===== src/rtl/sfe_pkg.sv =====
package sfe_pkg;

  typedef enum logic [2:0] {
    ST_IDLE,
    ST_OPC,
    ST_ADDR,
    ST_DUMMY,
    ST_DATA,
    ST_GAP
  } phase_t;

  // strobes from control to the bit shifter
  typedef struct packed {
    logic       load;
    logic [7:0] txByte;
  } dpCmd_t;

  // status from the bit shifter back to control
  typedef struct packed {
    logic       byteDone;
    logic [7:0] rxByte;
  } dpStat_t;

endpackage


===== src/rtl/sfe_shift.sv =====
module sfe_shift
  import sfe_pkg::*;
#(
  parameter int SCLK_HALF = 2
) (
  input  logic    clk,
  input  logic    rst_n,
  input  dpCmd_t  dpCmd,
  output dpStat_t dpStat,
  input  logic    spiMiso,
  output logic    spiSclk,
  output logic    spiMosi
);

  localparam int DIV_W = (SCLK_HALF > 1) ? $clog2(SCLK_HALF) : 1;
  localparam logic [DIV_W-1:0] DIV_LAST = DIV_W'(SCLK_HALF - 1);

  logic [7:0]       shReg;
  logic [7:0]       rxSh;
  logic [2:0]       bitIdx;
  logic [DIV_W-1:0] divCnt;
  logic             sclkR;
  logic             active;
  logic             byteDoneR;
  logic             halfEnd;

  assign halfEnd = active && (divCnt == DIV_LAST);

  always_ff @(posedge clk or negedge rst_n) begin
    if (!rst_n) begin
      shReg     <= 8'hFF;
      rxSh      <= 8'h00;
      bitIdx    <= 3'd0;
      divCnt    <= '0;
      sclkR     <= 1'b0;
      active    <= 1'b0;
      byteDoneR <= 1'b0;
    end else begin
      byteDoneR <= 1'b0;
      if (dpCmd.load) begin
        shReg  <= dpCmd.txByte;
        bitIdx <= 3'd0;
        divCnt <= '0;
        sclkR  <= 1'b0;
        active <= 1'b1;
      end else if (active) begin
        if (halfEnd) begin
          divCnt <= '0;
          if (!sclkR) begin
            // rising edge: capture device data
            sclkR <= 1'b1;
            rxSh  <= {rxSh[6:0], spiMiso};
          end else begin
            // falling edge: move to the next bit or finish the byte
            sclkR <= 1'b0;
            if (bitIdx == 3'd7) begin
              active    <= 1'b0;
              byteDoneR <= 1'b1;
            end else begin
              bitIdx <= bitIdx + 3'd1;
              shReg  <= {shReg[6:0], 1'b1};
            end
          end
        end else begin
          divCnt <= divCnt + DIV_W'(1);
        end
      end
    end
  end

  assign spiSclk         = sclkR;
  assign spiMosi         = shReg[7];
  assign dpStat.byteDone = byteDoneR;
  assign dpStat.rxByte   = rxSh;

endmodule


===== src/rtl/sfe_ctrl.sv =====
module sfe_ctrl
  import sfe_pkg::*;
#(
  parameter int LEN_W   = 12,
  parameter int MAX_LEN = 2112,
  parameter int DUMMY_W = 2,
  parameter int GAP_CYC = 2
) (
  input  logic               clk,
  input  logic               rst_n,
  input  logic               cmdValid,
  input  logic [7:0]         cmdOpcode,
  input  logic [1:0]         cmdAddrCnt,
  input  logic [23:0]        cmdAddr,
  input  logic [DUMMY_W-1:0] cmdDummyCnt,
  input  logic               cmdRx,
  input  logic [LEN_W-1:0]   cmdLen,
  input  logic [7:0]         txData,
  input  logic               txValid,
  output logic               txReady,
  output logic               rxValid,
  output logic               busy,
  output logic               done,
  output logic               csN,
  output dpCmd_t             dpCmd,
  input  dpStat_t            dpStat
);

  localparam int GAP_W = $clog2(GAP_CYC + 1);
  localparam logic [LEN_W-1:0] LEN_CAP  = LEN_W'(MAX_LEN);
  localparam logic [GAP_W-1:0] GAP_LAST = GAP_W'(GAP_CYC - 1);

  phase_t             state;
  phase_t             nextPh;
  logic [7:0]         opcReg;
  logic [23:0]        addrReg;
  logic [1:0]         addrLeft;
  logic [DUMMY_W-1:0] dummyLeft;
  logic [LEN_W-1:0]   dataLeft;
  logic               dirRx;
  logic               waitLoad;
  logic [GAP_W-1:0]   gapCnt;
  logic               csNR;
  logic               doneR;

  logic [1:0]         nAddr;
  logic [DUMMY_W-1:0] nDummy;
  logic [LEN_W-1:0]   nData;
  logic               byteAvail;
  logic [7:0]         outByte;

  // counts remaining after the byte now finishing
  assign nAddr  = addrLeft  - 2'(state == ST_ADDR);
  assign nDummy = dummyLeft - DUMMY_W'(state == ST_DUMMY);
  assign nData  = dataLeft  - LEN_W'(state == ST_DATA);

  always_comb begin
    if (nAddr != 2'd0)             nextPh = ST_ADDR;
    else if (nDummy != '0)         nextPh = ST_DUMMY;
    else if (nData != '0)          nextPh = ST_DATA;
    else                           nextPh = ST_GAP;
  end

  always_comb begin
    unique case (state)
      ST_OPC:   outByte = opcReg;
      ST_ADDR: begin
        case (addrLeft)
          2'd3:    outByte = addrReg[23:16];
          2'd2:    outByte = addrReg[15:8];
          default: outByte = addrReg[7:0];
        endcase
      end
      ST_DATA:  outByte = dirRx ? 8'hFF : txData;
      default:  outByte = 8'hFF;
    endcase
  end

  assign byteAvail    = waitLoad && ((state != ST_DATA) || dirRx || txValid);
  assign txReady      = waitLoad && (state == ST_DATA) && !dirRx;
  assign rxValid      = dpStat.byteDone && (state == ST_DATA) && dirRx;
  assign dpCmd.load   = byteAvail;
  assign dpCmd.txByte = outByte;

  always_ff @(posedge clk or negedge rst_n) begin
    if (!rst_n) begin
      state     <= ST_IDLE;
      opcReg    <= 8'h00;
      addrReg   <= 24'h0;
      addrLeft  <= 2'd0;
      dummyLeft <= '0;
      dataLeft  <= '0;
      dirRx     <= 1'b0;
      waitLoad  <= 1'b0;
      gapCnt    <= '0;
      csNR      <= 1'b1;
      doneR     <= 1'b0;
    end else begin
      doneR <= 1'b0;
      unique case (state)
        ST_IDLE: begin
          if (cmdValid) begin
            opcReg    <= cmdOpcode;
            addrReg   <= cmdAddr;
            addrLeft  <= cmdAddrCnt;
            dummyLeft <= cmdDummyCnt;
            dataLeft  <= (cmdLen > LEN_CAP) ? LEN_CAP : cmdLen;
            dirRx     <= cmdRx;
            waitLoad  <= 1'b1;
            csNR      <= 1'b0;
            state     <= ST_OPC;
          end
        end
        ST_GAP: begin
          if (gapCnt == GAP_LAST) begin
            state <= ST_IDLE;
            doneR <= 1'b1;
          end else begin
            gapCnt <= gapCnt + GAP_W'(1);
          end
        end
        default: begin
          if (byteAvail) waitLoad <= 1'b0;
          if (dpStat.byteDone) begin
            addrLeft  <= nAddr;
            dummyLeft <= nDummy;
            dataLeft  <= nData;
            state     <= nextPh;
            if (nextPh == ST_GAP) begin
              csNR   <= 1'b1;
              gapCnt <= '0;
            end else begin
              waitLoad <= 1'b1;
            end
          end
        end
      endcase
    end
  end

  assign busy = (state != ST_IDLE);
  assign done = doneR;
  assign csN  = csNR;

endmodule


===== src/rtl/spinand_frame_engine.sv =====
module spinand_frame_engine
  import sfe_pkg::*;
#(
  parameter int SCLK_HALF = 2,
  parameter int LEN_W     = 12,
  parameter int MAX_LEN   = 2112,
  parameter int DUMMY_W   = 2,
  parameter int GAP_CYC   = 2
) (
  input  logic               clk,
  input  logic               rst_n,
  input  logic               cmdValid,
  input  logic [7:0]         cmdOpcode,
  input  logic [1:0]         cmdAddrCnt,
  input  logic [23:0]        cmdAddr,
  input  logic [DUMMY_W-1:0] cmdDummyCnt,
  input  logic               cmdRx,
  input  logic [LEN_W-1:0]   cmdLen,
  input  logic [7:0]         txData,
  input  logic               txValid,
  output logic               txReady,
  output logic [7:0]         rxData,
  output logic               rxValid,
  output logic               busy,
  output logic               done,
  output logic               spiCsN,
  output logic               spiSclk,
  output logic               spiMosi,
  input  logic               spiMiso
);

  dpCmd_t  dpCmd;
  dpStat_t dpStat;

  sfe_ctrl #(
    .LEN_W  (LEN_W),
    .MAX_LEN(MAX_LEN),
    .DUMMY_W(DUMMY_W),
    .GAP_CYC(GAP_CYC)
  ) u_ctrl (
    .clk        (clk),
    .rst_n      (rst_n),
    .cmdValid   (cmdValid),
    .cmdOpcode  (cmdOpcode),
    .cmdAddrCnt (cmdAddrCnt),
    .cmdAddr    (cmdAddr),
    .cmdDummyCnt(cmdDummyCnt),
    .cmdRx      (cmdRx),
    .cmdLen     (cmdLen),
    .txData     (txData),
    .txValid    (txValid),
    .txReady    (txReady),
    .rxValid    (rxValid),
    .busy       (busy),
    .done       (done),
    .csN        (spiCsN),
    .dpCmd      (dpCmd),
    .dpStat     (dpStat)
  );

  sfe_shift #(
    .SCLK_HALF(SCLK_HALF)
  ) u_shift (
    .clk    (clk),
    .rst_n  (rst_n),
    .dpCmd  (dpCmd),
    .dpStat (dpStat),
    .spiMiso(spiMiso),
    .spiSclk(spiSclk),
    .spiMosi(spiMosi)
  );

  assign rxData = dpStat.rxByte;

endmodule


===== config.mk =====
export PLATFORM = sky130hd
export DESIGN_NAME = spinand_frame_engine
export DESIGN_NICKNAME = d
export VERILOG_FILES = /design/src/rtl/sfe_pkg.sv /design/src/rtl/sfe_shift.sv /design/src/rtl/sfe_ctrl.sv /design/src/rtl/spinand_frame_engine.sv
export SDC_FILE = /design/constraint.sdc
export NUM_CORES = 1
export LEC_CHECK = 0
export BUFFER_PORTS_ARGS = -buffer_cell sky130_fd_sc_hd__clkbuf_2
export CAP_MARGIN = 20
export CORE_ASPECT_RATIO = 0.75
export CORE_MARGIN = 2
export CORE_UTILIZATION = 52
export CTS_BUF_LIST = sky130_fd_sc_hd__clkbuf_8
export DETAILED_ROUTE_END_ITERATION = 10
export HOLD_SLACK_MARGIN = 0.08
export PLACE_DENSITY_LB_ADDON = 0.1
export SYNTH_ARGS = -nofsm -noshare
export SYNTH_HDL_FRONTEND = slang
export SYNTH_SLANG_ARGS = --single-unit
export TNS_END_PERCENT = 100

===== constraint.sdc =====
create_clock -name clk -period 3.4 [get_ports clk]
set_clock_uncertainty 0.15 [all_clocks]
set_input_delay 0.34 -clock clk [delete_from_list [all_inputs] [get_ports clk]]
set_output_delay 0.34 -clock clk [all_outputs]
set_load 0.01 [all_outputs]

* Word-level counts from Yosys, hierarchy flattened
Index checks and enable logic that the tools add are counted.
Storage, ports and cells: bits in registers 80, logic and storage cells 137, input port bits 62, output and inout port bits 15
Operators by class: $add $sub $neg 6, muxes and demuxes 62, bitwise logic cells 4, equal/unequal tests 15, magnitude comparators 1, reduce and logical (&&, ||, !) cells 31
Operator list (number):
- $mux 8 | 6
- $mux 12 | 3
- $mux 3 | 10
- $mux 1 | 27
- $pmux 12 s2 | 1
- $pmux 8 s3 | 1
- $reduce_bool 2->1 | 9
- $pmux 8 s2 | 1
- $reduce_and 4->1 | 4
- $mux 2 | 7
- $eq 3x3->1 const B | 4
- $gt 12x12->1 const B | 1
- $pmux 2 s2 | 3
- $reduce_bool 12->1 | 1
- $sub 12x1->12 | 1
- $eq 3x2->1 const B | 2
- $logic_and 1x1->1 | 6
- $ne 2x2->1 const B | 3
- $pmux 3 s2 | 1
- $reduce_and 2->1 | 3
- $reduce_and 3->1 | 2
- $reduce_bool 3->1 | 2
- $eq 2x2->1 const B | 2
- $not 1->1 | 4
- other kinds (12) | 15

* Longest topological paths before layout
Gate-level depths: netlist of the first run.
depth after elaboration 10, mapped depth 13, gate-level depth less buffers 11

* Hierarchy
A second synthesis of the first run with hierarchy kept.
Unflattened totals: cell total of the unflattened synthesis 400, area, all modules 4229.1 um^2
Modules (own cells, without submodules):
- sfe_ctrl | seq. area each 1427.6 um^2, cells each 322, instances 1, area each 3246.9 um^2
- sfe_shift | seq. area each 585.6 um^2, cells each 78, instances 1, area each 982.2 um^2

* Worst setup path after synthesis of the first run
OpenSTA, ideal clock, no wires.
path type reg-to-reg, from register u_ctrl.state[2], to register u_ctrl.waitLoad, buffers on the path 2, required time 3126 ps, arrival 2979 ps, setup slack 147 ps, stages on the path, launching flop included 13, library setup time 124 ps, period minus slack after synthesis 3253 ps, cells stage by stage dfrtp_1 -> clkbuf_1 -> inv_2 -> or3_1 -> buf_2 -> inv_2 -> ha_1 -> nor2b_1 -> nand2_4 -> or4b_4 -> a2111oi_4 -> a21oi_1 -> or2_1
Between the ends: longest elaborated chain between the ends 10, elaborated cells on any way between the ends 26, those cells by class 3 x add/sub; 7 x eq/ne; 7 x mux; 1 x bitwise; 8 x reduce/logical
RTL lines:
- start, declared | RTL line sfe_ctrl.sv:33 | phase_t state;
- start signal, assigned | RTL line sfe_ctrl.sv:128 | state <= nextPh;
- $eq 3x3->1 | RTL line sfe_ctrl.sv:55 | assign nData = dataLeft - LEN_W'(state == ST_DATA);
- $sub 12x1->12 | RTL line sfe_ctrl.sv:55
- $reduce_bool 12->1 | RTL line sfe_ctrl.sv:60 | else if (nData != '0) nextPh = ST_DATA;
- $mux 1 | RTL line sfe_ctrl.sv:60
- $mux 3 | RTL line sfe_ctrl.sv:59 | else if (nDummy != '0) nextPh = ST_DUMMY;
- $mux 3 | RTL line sfe_ctrl.sv:58 | if (nAddr != 2'd0) nextPh = ST_ADDR;
- $eq 3x3->1 | RTL line sfe_ctrl.sv:129 | if (nextPh == ST_GAP) begin
- $mux 1 | RTL line sfe_ctrl.sv:129
- $mux 1 | RTL line sfe_ctrl.sv:124 | if (dpStat.byteDone) begin
- $pmux 1 s2 | RTL line sfe_ctrl.sv:100 | unique case (state)
- end signal, assigned | RTL line sfe_ctrl.sv:109 | waitLoad <= 1'b1;
- end signal, assigned | RTL line sfe_ctrl.sv:123 | if (byteAvail) waitLoad <= 1'b0;
- end signal, assigned | RTL line sfe_ctrl.sv:133 | waitLoad <= 1'b1;
- end, declared | RTL line sfe_ctrl.sv:41 | logic waitLoad;
Parallel ways exist; a longest one is shown, timed or not. A chain may end at the register's enable or synchronous reset.

* Worst setup path in the final report of the first run
Ends and elaborated chain as after synthesis.

==> metrics.md, run 1 <==
| Metric | Value |
|---|---|
| Arr. time, crit path | `3240 ps` |
| Dpl ws | `roughly 230 ps` |
| Syn Nets | `472` |
| Nets | `just under 600` |
| Final hold slack | `95.9 ps` |
| Die W | `about 110 um` |
| Commonest non-fill, non-tap cell in the layout | `clkbuf_2` |
| TNS Setup | `0 ps` |
| Post-DP HPWL | `6.77 mm` |
| Root Buffer Master | `clkbuf_8` |
| Fin area | `approximately 0.0053 sq mm` |
| Status | `completed` |
| Synth cell types | `60` |
| Number of port buffers | `76` |
| Core ar. | `between 0.007 and 0.008 sq mm` |
| Final WL | `9.88 mm` |
| RePlAce Congestion | `0.909` |
| DRC violation count after routing | `0` |
| Worst-Margin Slew | `872 ps` |
| Final setup fails | `0` |
| Crit end category | `flip-flop` |
| Crit path max fanout | `6` |
| FILL cells | `618` |
| Slew HR | `between 40 and 50%` |
| Via count | `roughly 3,500` |
| Die Area | `approximately 0.0087 sq mm` |
| Initial core utilization | `53.2%` |
| Critical Path Start Type | `flip-flop` |
| Register area share after synthesis | `between 40% and 50%` |
| FF+latch count, synth | `80` |
| Wire length of the first global-routing pass | `16.1 mm` |
| Syn Inst Count | `403` |
| CTS clk-pin slew, worst paths | `~80 ps` |
| Most frequent cells in the layout | `75 x clkbuf_2, 71 x dfrtp_1, 53 x nor2_1` |
| Uppermost layer routed | `met4` |
| Hold Violations, Final | `0` |
| RSZ-0062 raised after global routing | `false` |
| Initial DRC count | `~210` |
| Fmax | `318 MHz` |
| Mean Syn Cell Area | `10.3 sq um` |
| Worst Slack Setup Final | `250 ps` |
| Slew Limit Fails | `0` |
| Routed wl met2 | `between 4 and 5 mm` |
| Area of the multi-input gates | `0.00201 sq mm` |
| Count of flip-flops with a built-in enable after synthesis | `0` |
| GRT Overall Usage | `24.1%` |
| Critical path class | `flip-flop to flip-flop` |
| Grt ovf | `0` |
| DRT Pass-1 Iters | `4` |
| Leakage | `about 2.4 nW` |
| Mapped Area | `0.00415 sq mm` |
| Antenna Nets Post-Route | `0` |
| Period Utilization, post-route | `92.6%` |
| Synth warn | `0` |
| Worst IR Drop VDD | `~0.46 mV` |
| Post-CTS Setup Bufs | `0` |
| Largest net degree at the start of global routing | `around 80` |
| Routed length on met1 | `4.84 mm` |
| Dpl cells | `between 500 and 600` |
| Placed cell area | `between 0.004 and 0.005 sq mm` |
| # rows | `28` |
| Area Growth Syn to Fin | `26.9%` |
| CTS buffer count | `9` |
| Worst skew pair latency | `360 ps` |
| Fin util | `67.5%` |
| HP Class | `input pin to flip-flop` |
| Initial antenna violation count | `0` |
| Overall power | `~3.6 mW` |
| Asr flop ratio synth | `100%` |
| CTS tree | `built` |
| Vias in the first global route | `3,207` |
| IO Count | `77` |
| Clock Tree Buf Depth | `2` |
| Max Cap Viol | `0` |
| Die Ht | `slightly above 80 um` |
| Post-layout min period | `between 3000 and 4000 ps` |
| Clk sinks | `80` |
| CTS H-tree lvls | `3` |
| Top FF cell, synth | `dfrtp_1` |
| Pwr dens | `678 mW/mm^2` |
| Routed WL per cell | `15.8 um` |
| Met3 wire len | `between 600 and 700 um` |
| Final cell count without fillers | `627` |
| Via density | `5.52` |
| Diode count | `0` |
| Share of cells above drive strength 1 | `29.9%` |
| Register area | `around 0.002 sq mm` |
| Req. time, crit path | `around 3500 ps` |
-- kinds of logic after synthesis --
kind of cell	count (synthesis)	share of synthesized area, %
simple gates	127	15.3
buf+inv	33	3.28
mux	51	13.5
fa+ha+maj	7	2.11
xor+xnor	7	1.48
flops	80	48.5
compound gates	98	15.8
-- layout make-up --
cell class | instances | area share [%]
clock inverter | 7 | 1.78
clock buffer | 9 | 2.35
tap | 105 | 2.49
sequential | 80 | 38.2
inverter | 12 | 0.854
multi-input combinational | 290 | 38.0
timing repair buffer | 124 | 16.3
-- repair_timing --
| action | in CTS | in global routing |
|---|---|---|
| hold buffers | 38 | 0 |
| endpoints found under the hold margin | 108 | 0 |
| gates resized for setup | 0 | 1 |
| setup endpoints to repair | 0 | 2 |
-- synth_stat cells, types with 3 or more instances --
master / count / area [sq um]
nand3_1: 6 / 30.0
a211oi_1: 10 / 75.1
nor3_1: 7 / 35.0
ha_1: 7 / 87.6
o21ai_1: 14 / 70.1
mux2_1: 8 / 90.1
mux2_2: 33 / 372
nor4b_1: 3 / 26.3
inv_1: 10 / 37.5
dfrtp_1: 71 / 1780
a2111oi_0: 7 / 61.3
or3_1: 5 / 31.3
a221o_1: 3 / 30.0
clkbuf_1: 18 / 67.6
dfstp_2: 9 / 236
nand2_1: 28 / 105
a21oi_1: 24 / 120
xnor2_1: 5 / 43.8
mux2i_1: 10 / 100
nor4_1: 3 / 18.8
o21ai_0: 13 / 65.1
a31oi_1: 4 / 25.0
nor2_1: 53 / 199
-- final timing paths --
path	cells past startpoint	slack, ps	from	end
setup / recovery	10	250	u_ctrl.state[2]	u_ctrl.waitLoad
hold / removal	2	100	cmdLen[4]	u_ctrl.dataLeft[4]
setup reg to reg	10	250	u_ctrl.state[2]	u_ctrl.waitLoad
hold reg to reg	2	320	u_shift.shReg[3]	u_shift.shReg[3]
max in group asynchronous	3	2330	rst_n	u_shift.shReg[3]
min in group asynchronous	2	180	rst_n	u_ctrl.dataLeft[3]
-- registers in the layout (all words and copies together) (netlist names) --
| signal | count |
|---|---|
| u_shift.bitIdx | 3 |
| u_ctrl.gapCnt | 2 |
| u_ctrl.dataLeft | 12 |
| u_ctrl.state | 3 |
| u_ctrl.opcReg | 8 |
| u_ctrl.addrLeft | 2 |
| u_ctrl.dirRx | 1 |
| u_shift.shReg | 8 |
| u_shift.rxSh | 8 |
| u_shift.spiSclk | 1 |
| u_ctrl.waitLoad | 1 |
| u_shift.active | 1 |
| u_shift.divCnt | 1 |
| u_shift.byteDoneR | 1 |
| u_ctrl.dummyLeft | 2 |
| u_ctrl.addrReg | 24 |
| u_ctrl.done | 1 |
| u_ctrl.csN | 1 |
-- critical path: stages, from the launching register on --
cell and delay (ps):
dfrtp_1 480, inv_2 100, or3_1 350, inv_2 100, ha_1 200, nor2b_2 230
nand2_4 90, or4b_4 520, a2111oi_4 490, a21oi_1 120, or2_1 220
-- metal layers --
metal  track usage (%)  vias to the layer above
li1                  -                     1693
met2              34.6                      116
met4              5.84                        0
met3              6.26                        8
met1              36.4                     1641
met5                 0                        -
-- report_power, final --
part	internal [mW]	switching, mW
Clock	0.414	0.353
Combinational	0.595	0.670
Sequential	1.31	0.232
No activity file was read; power rests on OpenSTA's default activity.
==> inputs of run 2 (changes only) <==
--- a/config.mk
+++ b/config.mk
@@ -9,11 +9,13 @@
 export CAP_MARGIN = 20
 export CORE_ASPECT_RATIO = 0.75
 export CORE_MARGIN = 2
-export CORE_UTILIZATION = 52
+export CORE_UTILIZATION = 55
 export CTS_BUF_LIST = sky130_fd_sc_hd__clkbuf_8
 export DETAILED_ROUTE_END_ITERATION = 10
+export GPL_TIMING_DRIVEN = 0
 export HOLD_SLACK_MARGIN = 0.08
 export PLACE_DENSITY_LB_ADDON = 0.1
+export SETUP_SLACK_MARGIN = 0.15
 export SYNTH_ARGS = -nofsm -noshare
 export SYNTH_HDL_FRONTEND = slang
 export SYNTH_SLANG_ARGS = --single-unit
==> constraint.sdc (replaced) <==
create_clock -name clk -period 3.05 [get_ports clk]
set_clock_uncertainty 0.15 [all_clocks]
set_input_delay 0.305 -clock clk [delete_from_list [all_inputs] [get_ports clk]]
set_output_delay 0.305 -clock clk [all_outputs]
set_load 0.01 [all_outputs]
==> run 2 against run 1 <==
Die area down 5.2%. Sequential share of layout area decreased by 1.6 points. Core utilization increased by 7.6 points. Power rose by 15%. Combinational power rose by 31%. Sequential power rose by 9.7%. Routed wire length up 14%. Clock power down 1%. Cell count increased by 4.0%. Largest cell class is now multi-input gates. Design area is 4.4% higher. First-iteration DRC count is 21% higher.
==> metrics.md, run 2 (same netlist as run 1, synthesis figures left out) <==
| Metric | Value |
|---|---|
| Fmax | `333 MHz (+4.9%)` |
| Worst IR Drop VDD | `0.494 mV (+8.6%)` |
| Vias in the first global route | `3,675 (+15%)` |
| Largest register by flop count | `u_ctrl.addrReg` |
| Slew HR | `45.6% (+4.2 points)` |
| Nets | `615 (+4.9%)` |
| RSZ-0062 raised after global routing | `true` |
| FILL cells | `529 (-14%)` |
| Share of cells above drive strength 1 | `32.7% (+2.8 points)` |
| CTS H-tree lvls | `3 (unchanged)` |
| Root Buffer Master | `clkbuf_8` |
| Clk sinks | `80 (unchanged)` |
| Initial DRC count | `256 (+21%)` |
| Number of port buffers | `76 (unchanged)` |
| Core ar. | `0.00733 sq mm (-6.2%)` |
| Area of the multi-input gates | `0.00207 sq mm (+3.2%)` |
| Die Ht | `79.3 um (-2.6%)` |
| Largest net degree at the start of global routing | `61 (-25%)` |
| HP Class | `input pin to flip-flop` |
| CTS buffer count | `9 (unchanged)` |
| Hold Violations, Final | `0 (unchanged)` |
| Req. time, crit path | `3130 ps (-360 ps)` |
| Clock Tree Buf Depth | `2 (unchanged)` |
| Final hold slack | `99.5 ps (+3.61 ps)` |
| Flop pwr share | `41.3% (-1.8 points)` |
| Largest registers | `u_ctrl.addrReg x24, u_ctrl.dataLeft x12` |
| Dpl cells | `581 (+1.8%)` |
| Period Utilization, post-route | `98.5% (+5.8 points)` |
| Worst-Margin Slew | `812 ps (-59.5 ps)` |
| Wire length of the first global-routing pass | `18.7 mm (+16%)` |
| Initial antenna violation count | `0 (unchanged)` |
| Post-DP HPWL | `7.35 mm (+8.6%)` |
| Commonest non-fill, non-tap cell in the layout | `clkbuf_2` |
| Die Area | `0.00827 sq mm (-5.2%)` |
| TNS Setup | `0 ps (unchanged)` |
| GRT Overall Usage | `28.8% (+4.7 points)` |
| Max Cap Viol | `0 (unchanged)` |
| Worst skew pair latency | `350 ps (about the same)` |
| Fin util | `75.1% (+7.6 points)` |
| Sw power | `1.49 mW (+19%)` |
| Crit path max fanout | `5 (-1)` |
| Worst path slowest cell | `or4b_4` |
| Routed WL per cell | `17.2 um (+9.3%)` |
| RePlAce Congestion | `0.903 (-0.69%)` |
| Grt ovf | `0 (unchanged)` |
| Via density | `5.76 (+4.4%)` |
| Antenna Nets Post-Route | `0 (unchanged)` |
| DRT Pass-1 Iters | `4 (unchanged)` |
| Crit end category | `flip-flop` |
| Initial core utilization | `56.6% (+3.5 points)` |
| Max reg flops | `24 (unchanged)` |
| Diode count | `0 (unchanged)` |
| # rows | `27 (-3.6%)` |
| Critical path class | `flip-flop to flip-flop` |
| Critical Path Start Type | `flip-flop` |
| Dpl ws | `-209 ps (-436 ps)` |
| Slew Limit Fails | `0 (unchanged)` |
| Area Growth Syn to Fin | `32.6%` |
| Arr. time, crit path | `3090 ps (-150 ps)` |
| Crit-path max cell delay | `510 ps (about the same)` |
| Leakage | `2.50 nW (+3.3%)` |
| Final WL | `11.2 mm (+14%)` |
| Register area | `0.00201 sq mm (about the same)` |
| Via count | `3,753 (+8.5%)` |
| Final setup fails | `0 (unchanged)` |
| Comb pwr share | `40.2% (+4.8 points)` |
| CTS clk-pin slew, worst paths | `80 ps (about the same)` |
| Most frequent cells in the layout | `78 x clkbuf_2, 70 x dfrtp_1, 52 x nor2_1` |
| Worst Slack Setup Final | `46.8 ps (-204 ps)` |
| CTS tree | `built` |
| IO Count | `77 (unchanged)` |
| Share of total power consumed by net switching | `36.5% (+1.3 points)` |
| Status | `completed` |
| DRC violation count after routing | `0 (unchanged)` |
| Clock network fraction of total power | `18.5% (-3.0 points)` |
| Pwr dens | `745 mW/mm^2 (+9.8%)` |
| Int Pwr | `2.60 mW (+12%)` |
| Die W | `104 um (-2.7%)` |
| Post-layout min period | `3000 ps (-146 ps)` |
| Final cell count without fillers | `652 (+4.0%)` |
| Critical path cell sequence | `clkbuf_8 -> or3_4 -> buf_6 -> clkinv_4 -> ha_4 -> nor2b_4 -> nand2_4 -> or4b_4 -> a2111oi_4 -> buf_4 -> a21oi_2 -> or2_1` |
run 2: cell count changes in the layout (fill, tap and decap cells not counted), sizes merged, moves of 2 or more:
cell,previous run,this run
clkbuf,84,102
buf,11,19
dlygate4sd3,38,41
clkinv,1,3
inv,15,13
run 2: path summary, 6_finish.rpt:
path                             startpoint                   to  slack, ps  depth (start not counted)
max in group asynchronous             rst_n     u_shift.shReg[3]       1830                          3
max reg2reg                 u_ctrl.state[1]      u_ctrl.waitLoad         50                         12
min reg2reg                u_shift.shReg[1]     u_shift.shReg[1]        320                          2
max                         u_ctrl.state[1]      u_ctrl.waitLoad         50                         12
min in group asynchronous             rst_n      u_shift.rxSh[6]        260                          2
min                          cmdDummyCnt[0]  u_ctrl.dummyLeft[0]        100                          3
run 2: cell type report:
cell class	count	area share (%)
flip-flops and latches	80	36.6
well taps	101	2.30
inverters	12	0.955
clock buffers	9	2.25
multi-input cells	290	37.6
plain buffers	21	2.27
repair buffers	132	16.8
clock inverters	7	1.20
run 2: what timing repair did:
action	CTS	global route
gates cloned	0	0
hold buffers	41	0
buffers inserted	11	3
pin swaps	8	6
endpoints found under the hold margin	79	0
gates resized for setup	6	21
endpoints found under the setup margin	6	59
run 2: per-layer routing:
layer	global-route usage, %	vias up	share of wire [%]
li1	-	1749	-
met5	0	-	0
met2	44.4	177	46
met1	40.8	1813	46
met4	7.70	0	1.4
met3	7.39	14	7.0
run 2: power groups by stage:
stage,combinational (mW),clock (mW),sequential (mW)
2_1_floorplan,1.04,0,1.68
3_3_place_gp,1.40,0,1.68
3_5_place_dp,1.46,0,1.69
4_1_cts,1.59,0.778,1.68
5_1_grt,1.82,0.823,1.74
6_report,1.65,0.757,1.69
run 2: critical path: cells and delay by family (launching register included):
kind | cells | cell delay, ps
AOI/OAI and AO/OA | 2 | 360
adders and majority gates | 1 | 140
buffers and inverters | 4 | 510
DFF | 1 | 400
and+or+nand+nor | 5 | 1330
run 2: stage by stage:
stage / total power [mW] / instance area (sq um)
2_1_floorplan: 2.71 / 4190
6_report: 4.10 / 5510
3_5_place_dp: 3.15 / 4730
5_1_grt: 4.38 / 5510
3_3_place_gp: 3.08 / 4700
4_1_cts: 4.04 / 5430
==> inputs of run 3 (changes only) <==
--- a/config.mk
+++ b/config.mk
@@ -18,5 +18,6 @@
 export SETUP_SLACK_MARGIN = 0.15
 export SYNTH_ARGS = -nofsm -noshare
 export SYNTH_HDL_FRONTEND = slang
+export SYNTH_HIERARCHICAL = 1
 export SYNTH_SLANG_ARGS = --single-unit
 export TNS_END_PERCENT = 100
==> run 3 against run 2 <==
Sequential share of layout area rose by 0.87 points. Maximum frequency increased by 7.7%. Synthesized cell count down 0.74%. Power is 23% higher. Critical path depth decreased by 2. Non-clock buffer count down 15. Design area down 2.4%. Critical endpoint is now u_ctrl/gapCnt[0]. Largest cell class unchanged. Synthesized area grew 1.8%. Highest routed layer unchanged. Largest power group is now combinational logic. Worst setup slack improved by 220 ps.
==> metrics.md, run 3 <==
| Metric | Value |
|---|---|
| Final WL | `10.5 mm (-7.0%)` |
| CTS H-tree lvls | `3 (unchanged)` |
| Leakage | `2.44 nW (-2.4%)` |
| Arr. time, crit path | `2870 ps (-220 ps)` |
| Mapped Area | `0.00423 sq mm (+1.8%)` |
| Status | `completed` |
| HP Class | `input pin to flip-flop` |
| Clk sinks | `80 (unchanged)` |
| Most frequent cells in the layout | `77 x clkbuf_2, 71 x dfrtp_1, 41 x mux2_2` |
| Leading area contributor after synthesis | `dfrtp_1` |
| Dpl cells | `578 (-0.52%)` |
| Syn Inst Count | `400 (-0.74%)` |
| RePlAce Congestion | `0.840 (-7.0%)` |
| Placed cell area | `0.00477 sq mm (+0.77%)` |
| CTS buffer count | `9 (unchanged)` |
| Die W | `105 um (+0.88%)` |
| Comb pwr share | `45.8% (+5.6 points)` |
| RSZ-0062 raised after global routing | `false` |
| Register area share after synthesis | `47.6% (-0.87 points)` |
| Worst Slack Setup Final | `263 ps (+216 ps)` |
| Final cell count without fillers | `632 (-3.1%)` |
| Number of port buffers | `76 (unchanged)` |
| Count of flip-flops with a built-in enable after synthesis | `0 (unchanged)` |
| Post-layout min period | `2790 ps (-216 ps)` |
| Dpl ws | `-535 ps (-326 ps)` |
| Clock network fraction of total power | `15.9% (-2.6 points)` |
| Period Utilization, post-route | `91.4% (-7.1 points)` |
| Initial DRC count | `184 (-28%)` |
| Root Buffer Master | `clkbuf_8` |
| Nets | `595 (-3.3%)` |
| Max Cap Viol | `0 (unchanged)` |
| Routed WL per cell | `16.5 um (-4.1%)` |
| Mean Syn Cell Area | `10.6 sq um (+2.6%)` |
| Area of the multi-input gates | `0.00209 sq mm (+0.79%)` |
| Area Growth Syn to Fin | `27.1%` |
| Diode count | `0 (unchanged)` |
| DRT Pass-1 Iters | `5 (+1)` |
| Crit path max fanout | `10 (+5)` |
| Share of total power consumed by net switching | `40.0% (+3.6 points)` |
| CTS clk-pin slew, worst paths | `90 ps (about the same)` |
| DRC violation count after routing | `0 (unchanged)` |
| Sw power | `2.02 mW (+35%)` |
| Initial core utilization | `57.2% (+0.51 points)` |
| Vias in the first global route | `3,523 (-4.1%)` |
| Crit end category | `flip-flop` |
| Max reg flops | `24 (unchanged)` |
| Critical path class | `flip-flop to flip-flop` |
| Flop-to-flop setup slack | `260 ps (+220 ps)` |
| Int Pwr | `3.02 mW (+16%)` |
| Largest registers | `u_ctrl/addrReg x24, u_ctrl/dataLeft x12` |
| Register area | `0.00201 sq mm (about the same)` |
| Core ar. | `0.00740 sq mm (+0.92%)` |
| GRT Overall Usage | `26.5% (-2.3 points)` |
| Asr flop ratio synth | `100% (unchanged)` |
| Fin area | `0.00537 sq mm (-2.4%)` |
| Fmax | `359 MHz (+7.7%)` |
| Synth cell count leaders | `71 x dfrtp_1, 41 x mux2_2, 34 x nor2_1` |
| Commonest non-fill, non-tap cell in the layout | `clkbuf_2` |
| Syn Nets | `469 (-0.64%)` |
| Largest register by flop count | `u_ctrl/addrReg` |
| # rows | `27 (unchanged)` |
| Largest net degree at the start of global routing | `65 (+6.6%)` |
| Post-DP HPWL | `7.39 mm (+0.55%)` |
| Top FF cell, synth | `dfrtp_1` |
| Share of cells above drive strength 1 | `33.7% (+1.0 points)` |
| FF+latch count, synth | `80 (unchanged)` |
| Grt ovf | `0 (unchanged)` |
| Slew HR | `42.3% (-3.2 points)` |
| Worst skew pair latency | `350 ps (about the same)` |
| Antenna Nets Post-Route | `0 (unchanged)` |
| Worst IR Drop VDD | `0.475 mV (-4.0%)` |
| Slew Limit Fails | `0 (unchanged)` |
| Worst-Margin Slew | `858 ps (+46.2 ps)` |
| Die Ht | `79.9 um (+0.87%)` |
| Synth warn | `6 (+6)` |
| Initial antenna violation count | `0 (unchanged)` |
| Via density | `5.66 (-1.6%)` |
| Critical Path Start Type | `flip-flop` |
| Req. time, crit path | `3130 ps (about the same)` |
| Die Area | `0.00841 sq mm (+1.8%)` |
| Clock Tree Buf Depth | `2 (unchanged)` |
| Synth top area share | `42.0% (-0.77 points)` |
| FILL cells | `547 (+3.4%)` |
| Most common cell in the netlist | `dfrtp_1` |
| Synth cell types | `56 (-6.7%)` |
| CTS tree | `built` |
| Flop pwr share | `38.3% (-3.0 points)` |
| Pwr dens | `937 mW/mm^2 (+26%)` |
| Wire length of the first global-routing pass | `17.3 mm (-7.5%)` |
| Largest cells by area after synthesis | `dfrtp_1 42%, mux2_2 11%, dfstp_2 5.6%` |
| Via count | `3,580 (-4.6%)` |
| Final setup fails | `0 (unchanged)` |
| IO Count | `77 (unchanged)` |
| Hold Violations, Final | `0 (unchanged)` |
run 3: cell types whose count changed after synthesis, sizes merged, moves of 7 or more:
cell,change
a22oi,+10
buf,+11
a2111oi,-8
mux2i,+7
clkbuf,-9
nor2,-19
run 3: stage by stage:
stage	util [%]	hold slack, ps	setup TNS [ps]	power [mW]
2_1_floorplan	-	-141	0	3.51
3_3_place_gp	64.0	333	-2370	4.03
3_5_place_dp	64.4	80.2	-3110	4.13
4_1_cts	72.3	81.8	0	5.01
5_1_grt	72.6	102	0	5.39
6_report	72.6	96.1	0	5.04
run 3: worst paths after layout:
path | endpoint | cells past startpoint | from
worst max register to register | u_ctrl/gapCnt[0] | 10 | u_ctrl/state[2]
min in group asynchronous | u_ctrl/dataLeft[9] | 2 | rst_n
worst min-delay path | u_ctrl/dataLeft[1] | 3 | cmdLen[1]
max in group asynchronous | u_shift/shReg[2] | 3 | rst_n
worst min register to register | u_ctrl/addrReg[0] | 1 | u_ctrl/addrReg[0]
worst max-delay path | u_ctrl/gapCnt[0] | 10 | u_ctrl/state[2]
run 3: cells by family (layout without fill, tap and decap cells):
kind of cell    count (synthesis)  in the layout  synth area share (%)
mux                            58             58                  14.9
simple gates                  116            116                  15.1
compound gates                 97             97                  14.7
xor+xnor                        9              9                  1.86
flops                          80             80                  47.6
fa+ha+maj                       7              7                  2.07
buf+inv                        33            164                  3.76
run 3: cell type report:
cell class	instances	share of cell area [%]
Tap cell	101	2.35
Sequential cell	80	37.5
Timing Repair Buffer	115	14.6
Clock inverter	7	1.44
Multi-Input combinational cell	287	38.8
Inverter	10	0.698
Clock buffer	9	2.31
Buffer	23	2.33
run 3: what timing repair did:
| action | CTS | global route |
|---|---|---|
| endpoints found under the setup margin | 14 | 5 |
| pin swaps | 1 | 1 |
| hold endpoints to repair | 106 | 0 |
| gates cloned | 0 | 0 |
| resized for setup | 4 | 6 |
| hold buffers | 35 | 0 |
| buffers inserted | 2 | 1 |
run 3: power by group through the flow:
stage | registers, mW | logic [mW] | clock network [mW]
floorplan | 1.88 | 1.63 | 0
global placement | 1.90 | 2.13 | 0
detailed placement | 1.93 | 2.20 | 0
CTS | 1.92 | 2.26 | 0.830
global route | 1.98 | 2.54 | 0.870
finish | 1.93 | 2.31 | 0.800
run 3: worst max-delay path: stages (launching register included):
cell and delay [ps]:
dfrtp_1 430, buf_4 220, nand2b_4 100, nor2_4 170
ha_1 210, ha_2 240, nor4b_4 280, nand3_2 150
o221a_4 310, nor4_4 280, a31oi_1 120
run 3: layer usage:
metal  track usage, %  wire (um)  vias to the layer above
li1                 -          -                     1712
met1             38.1       5120                     1724
met5                0          0                        -
met4             9.07        146                        0
met2             39.6       4580                      128
met3             6.20        609                       16
